[src/rtl/trig_arm_pkg.sv]
package trig_arm_pkg;
  typedef enum logic [1:0] {
    MODE_AUTO     = 2'b00,
    MODE_NORMAL   = 2'b01,
    MODE_SINGLE   = 2'b10,
    MODE_SINGLE_N = 2'b11
  } arm_mode_e;

  typedef enum logic [1:0] {
    ST_IDLE  = 2'b00,
    ST_ARMED = 2'b01,
    ST_HOLD  = 2'b10
  } arm_state_e;
endpackage

[src/rtl/trig_holdoff.sv]
module trig_holdoff #(
  parameter int CNT_W     = 32,
  parameter int MIN_TICKS = 20
) (
  input  logic             clk,
  input  logic             rst,
  input  logic             clear_i,
  input  logic             load_i,
  input  logic [CNT_W-1:0] hold_i,
  output logic             expired_o
);
  localparam logic [CNT_W-1:0] MIN_L = CNT_W'(MIN_TICKS);

  logic [CNT_W-1:0] cnt;
  logic [CNT_W-1:0] eff;

  // floor the programmed value at the minimum holdoff
  always_comb eff = (hold_i < MIN_L) ? MIN_L : hold_i;

  always_ff @(posedge clk) begin
    if (rst || clear_i) begin
      cnt <= '0;
    end else if (load_i) begin
      cnt <= eff;
    end else if (cnt != '0) begin
      cnt <= cnt - 1'b1;
    end
  end

  // last holdoff cycle is reached when one tick remains
  assign expired_o = (cnt <= CNT_W'(1));

  // a new holdoff never starts while the previous one runs
  p_reload_after_expiry_r3: assert property (@(posedge clk) disable iff (rst)
    load_i |-> expired_o);
endmodule

[src/rtl/trig_delay.sv]
module trig_delay #(
  parameter int CNT_W = 32
) (
  input  logic             clk,
  input  logic             rst,
  input  logic             clear_i,
  input  logic             start_i,
  input  logic [CNT_W-1:0] delay_i,
  output logic             strobe_o
);
  logic [CNT_W-1:0] cnt;
  logic             busy;

  always_ff @(posedge clk) begin
    if (rst || clear_i) begin
      cnt      <= '0;
      busy     <= 1'b0;
      strobe_o <= 1'b0;
    end else begin
      strobe_o <= 1'b0;
      if (start_i) begin
        if (delay_i == '0) begin
          strobe_o <= 1'b1;
          busy     <= 1'b0;
        end else begin
          cnt  <= delay_i;
          busy <= 1'b1;
        end
      end else if (busy) begin
        if (cnt == CNT_W'(1)) begin
          strobe_o <= 1'b1;
          busy     <= 1'b0;
        end
        cnt <= cnt - 1'b1;
      end
    end
  end

  // zero delay fires alongside the accept strobe
  p_zero_delay_r4: assert property (@(posedge clk) disable iff (rst)
    (start_i && !clear_i && delay_i == '0) |=> strobe_o);
endmodule

[src/rtl/trig_pos_calc.sv]
module trig_pos_calc #(
  parameter int REC_W = 16,
  parameter int PCT_W = 7
) (
  input  logic             clk,
  input  logic             rst,
  input  logic [REC_W-1:0] rec_len_i,
  input  logic [PCT_W-1:0] pct_i,
  output logic [REC_W-1:0] pretrig_o
);
  localparam int PROD_W = REC_W + PCT_W;
  localparam logic [PCT_W-1:0] FULL = PCT_W'(100);

  logic [PCT_W-1:0]  pct_c;
  logic [PROD_W-1:0] prod;
  logic [PROD_W-1:0] quo;

  always_comb begin
    pct_c = (pct_i > FULL) ? FULL : pct_i;
    prod  = PROD_W'(rec_len_i) * PROD_W'(pct_c);
    quo   = prod / PROD_W'(100);
  end

  always_ff @(posedge clk) begin
    if (rst) pretrig_o <= '0;
    else     pretrig_o <= quo[REC_W-1:0];
  end

  // pre-trigger share never exceeds the record
  p_pos_bound_r10: assert property (@(posedge clk) disable iff (rst)
    pretrig_o <= $past(rec_len_i));
endmodule

[src/rtl/trig_arm_ctrl.sv]
module trig_arm_ctrl
  import trig_arm_pkg::*;
#(
  parameter int CNT_W       = 32,
  parameter int HOLDOFF_MIN = 20,
  parameter int REC_W       = 16,
  parameter int PCT_W       = 7,
  parameter int N_W         = 8
) (
  input  logic             clk,
  input  logic             rst,
  input  logic             start_i,
  input  logic             stop_i,
  input  logic [1:0]       mode_i,
  input  logic [N_W-1:0]   nacq_i,
  input  logic [CNT_W-1:0] holdoff_i,
  input  logic [CNT_W-1:0] delay_i,
  input  logic [CNT_W-1:0] auto_tmo_i,
  input  logic [REC_W-1:0] rec_len_i,
  input  logic [PCT_W-1:0] pos_pct_i,
  input  logic             trig_evt_i,
  input  logic             acq_done_i,
  output logic             armed_o,
  output logic             trig_acc_o,
  output logic             trig_forced_o,
  output logic             trig_dly_o,
  output logic             done_o,
  output logic [REC_W-1:0] pretrig_o
);
  localparam logic [N_W-1:0] N_MAX = {N_W{1'b1}};

  arm_state_e       state;
  arm_mode_e        mode;
  logic [CNT_W-1:0] tmo_cnt;
  logic [CNT_W-1:0] tmo_eff;
  logic [N_W-1:0]   acc_cnt;
  logic [N_W-1:0]   n_eff;
  logic             acq_seen;
  logic             hold_expired;
  logic             tmo_hit;
  logic             accept_real;
  logic             accept_force;
  logic             accept;
  logic             rearm_ok;
  logic             last_run;

  always_comb begin
    mode         = arm_mode_e'(mode_i);
    n_eff        = (nacq_i == '0) ? N_W'(1) : nacq_i;
    tmo_eff      = (auto_tmo_i == '0) ? CNT_W'(1) : auto_tmo_i;
    tmo_hit      = (mode == MODE_AUTO) && (tmo_cnt >= tmo_eff - 1'b1);
    accept_real  = (state == ST_ARMED) && trig_evt_i && !stop_i;
    accept_force = (state == ST_ARMED) && !trig_evt_i && tmo_hit && !stop_i;
    accept       = accept_real || accept_force;
    rearm_ok     = (state == ST_HOLD) && hold_expired &&
                   (acq_seen || acq_done_i) && !stop_i;
    last_run     = (mode == MODE_SINGLE) ||
                   ((mode == MODE_SINGLE_N) && (acc_cnt >= n_eff));
  end

  always_ff @(posedge clk) begin
    if (rst) begin
      state         <= ST_IDLE;
      tmo_cnt       <= '0;
      acc_cnt       <= '0;
      acq_seen      <= 1'b0;
      trig_acc_o    <= 1'b0;
      trig_forced_o <= 1'b0;
      done_o        <= 1'b0;
    end else begin
      trig_acc_o    <= accept;
      trig_forced_o <= accept_force;
      if (stop_i) begin
        state    <= ST_IDLE;
        tmo_cnt  <= '0;
        acc_cnt  <= '0;
        acq_seen <= 1'b0;
      end else begin
        case (state)
          ST_IDLE: begin
            if (start_i) begin
              state   <= ST_ARMED;
              tmo_cnt <= '0;
              acc_cnt <= '0;
              done_o  <= 1'b0;
            end
          end
          ST_ARMED: begin
            if (accept) begin
              state    <= ST_HOLD;
              acq_seen <= 1'b0;
              tmo_cnt  <= '0;
              if (mode != MODE_AUTO && mode != MODE_NORMAL && acc_cnt != N_MAX)
                acc_cnt <= acc_cnt + 1'b1;
            end else if (mode == MODE_AUTO) begin
              tmo_cnt <= tmo_cnt + 1'b1;
            end
          end
          ST_HOLD: begin
            if (acq_done_i) acq_seen <= 1'b1;
            if (rearm_ok) begin
              if (last_run) begin
                state  <= ST_IDLE;
                done_o <= 1'b1;
              end else begin
                state   <= ST_ARMED;
                tmo_cnt <= '0;
              end
            end
          end
          default: state <= ST_IDLE;
        endcase
      end
    end
  end

  assign armed_o = (state == ST_ARMED);

  trig_holdoff #(.CNT_W(CNT_W), .MIN_TICKS(HOLDOFF_MIN)) u_holdoff (
    .clk       (clk),
    .rst       (rst),
    .clear_i   (stop_i),
    .load_i    (accept),
    .hold_i    (holdoff_i),
    .expired_o (hold_expired)
  );

  trig_delay #(.CNT_W(CNT_W)) u_delay (
    .clk      (clk),
    .rst      (rst),
    .clear_i  (stop_i),
    .start_i  (accept),
    .delay_i  (delay_i),
    .strobe_o (trig_dly_o)
  );

  trig_pos_calc #(.REC_W(REC_W), .PCT_W(PCT_W)) u_pos (
    .clk       (clk),
    .rst       (rst),
    .rec_len_i (rec_len_i),
    .pct_i     (pos_pct_i),
    .pretrig_o (pretrig_o)
  );

  // stop leaves the block idle with no strobe
  p_stop_idle_r9: assert property (@(posedge clk) disable iff (rst)
    stop_i |=> (!armed_o && !trig_acc_o));
  // accept strobe is a single-cycle pulse
  p_acc_pulse_r2: assert property (@(posedge clk) disable iff (rst)
    trig_acc_o |=> !trig_acc_o);
  // forced strobe always accompanies an accept
  p_forced_is_acc_r5: assert property (@(posedge clk) disable iff (rst)
    trig_forced_o |-> trig_acc_o);
  // forcing only occurs in auto mode
  p_no_force_outside_auto_r6: assert property (@(posedge clk) disable iff (rst)
    trig_forced_o |-> ($past(mode_i) == 2'b00));
  // a finished run is never armed
  p_done_idle_r7: assert property (@(posedge clk) disable iff (rst)
    done_o |-> !armed_o);
endmodule

[config.mk]
export PLATFORM = sky130hd
export DESIGN_NAME = trig_arm_ctrl
export DESIGN_NICKNAME = d
export VERILOG_FILES = /design/src/rtl/trig_arm_pkg.sv /design/src/rtl/trig_holdoff.sv /design/src/rtl/trig_delay.sv /design/src/rtl/trig_pos_calc.sv /design/src/rtl/trig_arm_ctrl.sv
export SDC_FILE = /design/constraint.sdc
export NUM_CORES = 1
export LEC_CHECK = 0
export ABC_AREA = 1
export BUFFER_PORTS_ARGS = -buffer_cell sky130_fd_sc_hd__buf_2
export CORE_ASPECT_RATIO = 0.5
export CORE_MARGIN = 1.5
export CORE_UTILIZATION = 55
export DETAILED_ROUTE_END_ITERATION = 10
export PLACE_DENSITY = 0.75
export SLEW_MARGIN = 20
export SYNTH_ARGS = -nofsm -noshare
export SYNTH_HDL_FRONTEND = slang
export SYNTH_HIERARCHICAL = 1
export SYNTH_SLANG_ARGS = --single-unit
[constraint.sdc]
create_clock -name clk -period 15.2 [get_ports clk]
set_input_delay 0.76 -clock clk [delete_from_list [all_inputs] [get_ports clk]]
set_output_delay 0.76 -clock clk [all_outputs]
set_load 0.05 [all_outputs]
### Word-level counts from Yosys, hierarchy flattened

Index checks and enable logic that the tools add are counted.

| cells by class | value |
|---|---|
| multipliers | 1 |
| bitwise operators | 1 |
| equality and inequality tests | 16 |
| magnitude comparators | 5 |
| multiplexer cells | 39 |
| reductions and logical operators | 38 |
| add/sub/neg operators | 5 |
| div/mod/pow operators | 1 |

Operators with widths:

| cell | number |
|---|---|
| $mux 32 | 12 |
| $pmux 32 s3 | 1 |
| $sub 32x1->32 const B | 3 |
| $logic_not 32->1 | 2 |
| $add 32x1->32 const B | 1 |
| $eq 32x1->1 const B | 1 |
| $ge 32x32->1 | 1 |
| $le 32x1->1 const B | 1 |
| $lt 32x5->1 const B | 1 |
| $mux 8 | 4 |
| $reduce_bool 32->1 | 1 |
| $div 23x7->23 const B | 1 |
| $mul 16x7->23 | 1 |
| $pmux 8 s2 | 1 |
| $mux 1 | 14 |
| $logic_and 1x1->1 | 12 |
| $ne 2x2->1 const B | 6 |
| $reduce_bool 2->1 | 6 |
| $reduce_and 5->1 | 2 |
| $add 8x1->8 const B | 1 |
| $ge 8x8->1 | 1 |
| $logic_not 8->1 | 1 |
| $ne 8x8->1 const B | 1 |
| $gt 7x7->1 const B | 1 |
| 17 further kinds | 30 |

| word-level totals | value |
|---|---|
| word-level logic and storage cells | 118 |
| register bits | 128 |
| bits of input ports | 135 |

### Longest topological paths before layout

| logic depth | value |
|---|---|
| depth after elaboration | 10 |
| depth in mapped cells | 112 |

### Modules after synthesis

The synthesis kept the hierarchy.

By module, submodules not included:

| module | cells an instance | area each (µm²) | instances |
|---|---|---|---|
| trig_pos_calc | 1143 | 7076.8 | 1 |
| trig_arm_ctrl | 826 | 5074.9 | 1 |
| trig_delay | 483 | 2681.3 | 1 |
| trig_holdoff | 461 | 2597.5 | 1 |

### Least setup slack after synthesis

Ideal clock, no wire load.

| path | value |
|---|---|
| kind | input port to flip-flop |
| start point | input pos_pct_i[6] |
| end point | register u_pos.pretrig_o[0] |
| arrival | 11.330 ns |
| setup time | 0.070 ns |
| slack | 3.801 ns |
| stages | 96 |
| required time | 15.130 ns |
| path through | clkbuf_1 -> and3_1 -> or2_2 -> clkbuf_1 -> clkbuf_1 -> nand2_1 -> inv_1 -> fa_1 -> inv_1 -> fa_1 -> inv_1 -> fa_1 -> inv_1 -> fa_1 -> inv_1 -> ha_1 -> nand2_1 -> nor2_1 -> [... 60 more ...] -> nand2_1 -> nor2_4 -> nand2_4 -> nand3_1 -> nand2_4 -> nor2_4 -> nand2_4 -> nand2_4 -> nand2_2 -> nand2_2 -> inv_1 -> nand3_2 -> nand2_1 -> nand2_1 -> nand2_1 -> nor2_1 -> nand2_1 -> a21oi_1 |

| on the way | value |
|---|---|
| cells in the longest elaborated chain, start to end | 4 |

Ends and longest elaborated chain:

| item | line | RTL |
|---|---|---|
| from (decl) | trig_arm_ctrl.sv:20 | `input logic [PCT_W-1:0] pos_pct_i,` |
| $gt 7x7->1 | trig_pos_calc.sv:19 | `pct_c = (pct_i > FULL) ? FULL : pct_i;` |
| $mux 7 (*) | trig_pos_calc.sv:19 |  |
| $mul 16x7->23 (*) | trig_pos_calc.sv:20 | `prod = PROD_W'(rec_len_i) * PROD_W'(pct_c);` |
| $div 23x7->23 (*) | trig_pos_calc.sv:21 | `quo = prod / PROD_W'(100);` |
| to (signal assigned) | trig_pos_calc.sv:26 | `else pretrig_o <= quo[REC_W-1:0];` |
| to (decl) | trig_pos_calc.sv:9 | `output logic [REC_W-1:0] pretrig_o` |

Every way passes the cells marked *; elsewhere a longest branch is shown, timed or not.
A chain may end at the register's enable or synchronous reset.

### Worst setup path after layout

| path | value |
|---|---|
| start point | input pos_pct_i[0] |
| end point | register u_pos.pretrig_o[0] |

Same word-level chain as after synthesis.

==> out/qor.yml <==
outcome:
  status: "completed"
layout:
  mostFrequentLayoutCells: "nand2_1 (801), nor2_1 (463), inv_1 (425), nand3_1 (193), buf_2 (155)"
  seq_area_um2: 2560
  antenna_cells: 0
  fill_cells: 3071
  finish.net_count: 3325
  final_common_cell: "nand2_1"
  drive_above_1_share_pct: 14.4
  multi_input_area_um2: 12800
  area_growth_pct: 9.20
critical_path:
  cp_slowest_cell: "fa_1"
  endpoint_kind: "flop"
  crit_path_max_fanout: 13
  cp.required_ps: 15490
  crit_type: "in -> reg"
  start_kind: "input port"
  max_stage_delay_ps: 540
  arrival_ps: 12630
  crit_top_cell: "nand2_2"
synth:
  async_flop_share_pct: 0
  avgSynthCellArea_um2: 5.98
  seq_area_frac_synth_pct: 14.7
  netlist_area_um2: 17400
  synth_top_cells_by_area: "nand2_1 (17%), dfxtp_1 (15%), nor2_1 (10%)"
  syn_nets: 3205
  yosysUniqueCellTypes: 62
  synth-edff-count: 0
  yosysTopAreaCell: "nand2_1"
  netlist_instances: 2913
  ys_warn_count: 6
  synth_ff_type: "dfxtp_1"
  synth.ff_latch_count: 128
  synth_top_area_share_pct: 17.3
global_routing:
  grt_pass1_vias: 16700
  antenna_found_initial: 1
  grt_usage_pct: 27.9
  gr-total-overflow: 0
  grt_pass1_wl_mm: 76.3
  grt_max_degree: 72
drt:
  avgViaCountPerCell: 5.18
  drtAntennaViolNets: 0
  drt_iter0_drc: 1177
  drtPass1Iterations: 8
  drt-total-wl_mm: 44.6
  num_vias: 18000
  drcViolationCount: 0
  routed_wire_length_per_instance_um: 12.9
timing:
  maxSlewViolCount: 0
  tightest_slew_ps: 1030
  max_slew_margin_pct: 31.2
  grt_setup_unrepaired: "no"
  fmax_mhz: 81.1
  hold_viol: 0
  period_needed_ps: 12340
  skew_ps: 8.38
  finalSetupTns_ps: 0
  fin_crit_sh_pct: 81.2
  finalSetupViolations: 0
cts:
  cts_tree: "yes"
  cts_inserted_buffers: 17
  path_clk_slew_ps: 60
  clock_path_buffers: 2
  cts_setup_buffers: 0
  cts_sinks: 128
  h-tree-depth: 4
  cts_hold_buf: 0
  cts_root_buf: "clkbuf_16"
  worstSkewPairLatency_ps: 440
  cts_resized: 0
place:
  io_buffers: 155
  place_congestion: 0.961
  hpwl_mm: 35.0
floorplan:
  core_region_area_um2: 30700
  ios: 156
  dieWidth_um: 255
  start_util_pct: 56.7
  die-area_um2: 32800
  die_h_um: 129
  std_cell_rows: 45
job:
  max_cap_viol_count: 0
min_path:
  hp-class: "reg -> reg"
## critical path: cells and delay by family
family,cells,cell delay (ps)
simple gates,82,8010
fa+ha+maj,5,2400
buf+inv,8,770
compound gates,4,640
## sequential cells by signal, summed over array words and instances (netlist names)
name,cells
tmo_cnt,32
u_delay/cnt,32
u_holdoff/cnt,32
u_pos/pretrig_o,16
acc_cnt,8
state,2
acq_seen,1
done_o,1
trig_acc_o,1
trig_forced_o,1
u_delay/busy,1
u_delay/strobe_o,1
## layer usage
metal | track usage, % | part of all wire [%]
met4 | 7.66 | 1.7
met3 | 3.05 | 4.3
met1 | 34.4 | 44
met5 | 0 | 0
met2 | 51.6 | 50
## cells in the mapped netlist, types with 3 or more instances
cell type  count
a21o_1         3
a21oi_1      109
buf_1          3
buf_2         15
buf_4          7
buf_6          6
clkbuf_1      26
clkinv_1       7
dfxtp_1      128
fa_1          69
ha_1          88
inv_1        425
inv_2         31
nand2_1      802
nand2_2       72
nand2_4       25
nand3_1      193
nand3_2       22
nand3_4        4
nand3b_1      11
nand4_1       79
nand4_2        9
nand4_4        3
nor2_1       465
nor2_2        26
nor2_4        19
nor3_1        30
nor3_2         4
o211ai_1       4
o21ai_0       56
o21ai_1       31
o21ai_2        3
o21bai_1      11
or2_2         10
xnor2_1       23
xor2_1        60
## area by class of cell
class / instances / area share (%)
clock inverter: 13 / 0.670
inverter: 463 / 9.13
tap: 423 / 2.78
multi-input combinational: 2262 / 67.3
timing repair buffer: 161 / 4.31
sequential: 128 / 13.5
clock buffer: 19 / 2.38
## through the flow
step                      utilization (%)  cell area, um^2  instances  setup slack (ps)  hold slack, ps
after global routing                 61.9            19000       3469              1500             488
after detailed placement             60.0            18500       3437              2540             452
final                                61.9            19000       3469              2860             458
after CTS                            61.9            19000       3469              2990             461
after global placement               60.0            18500       3437              2940             447
after floorplan                         -            17400       2913              3800             441
## worst paths after layout
path	from	end	slack (ps)	depth (start not counted)
worst max-delay path	pos_pct_i[0]	u_pos/pretrig_o[0]	2860	99
worst min-delay path	done_o	done_o	460	2
worst max register to register	state[0]	u_delay/cnt[13]	10160	12
worst min register to register	done_o	done_o	460	2
## cell families after synthesis
| logic type | share of synthesized area [%] |
|---|---|
| adder cells (fa/ha/maj) | 14.2 |
| AND/OR/NAND/NOR | 47.7 |
| buffers and inverters | 11.9 |
| XOR/XNOR | 4.17 |
| flip-flops | 14.7 |
| AO/OA/AOI/OAI | 7.31 |
Power is left out: the tool's default activity adds up to more than one toggle a clock period on the data nets, which glitch-free logic cannot reach.
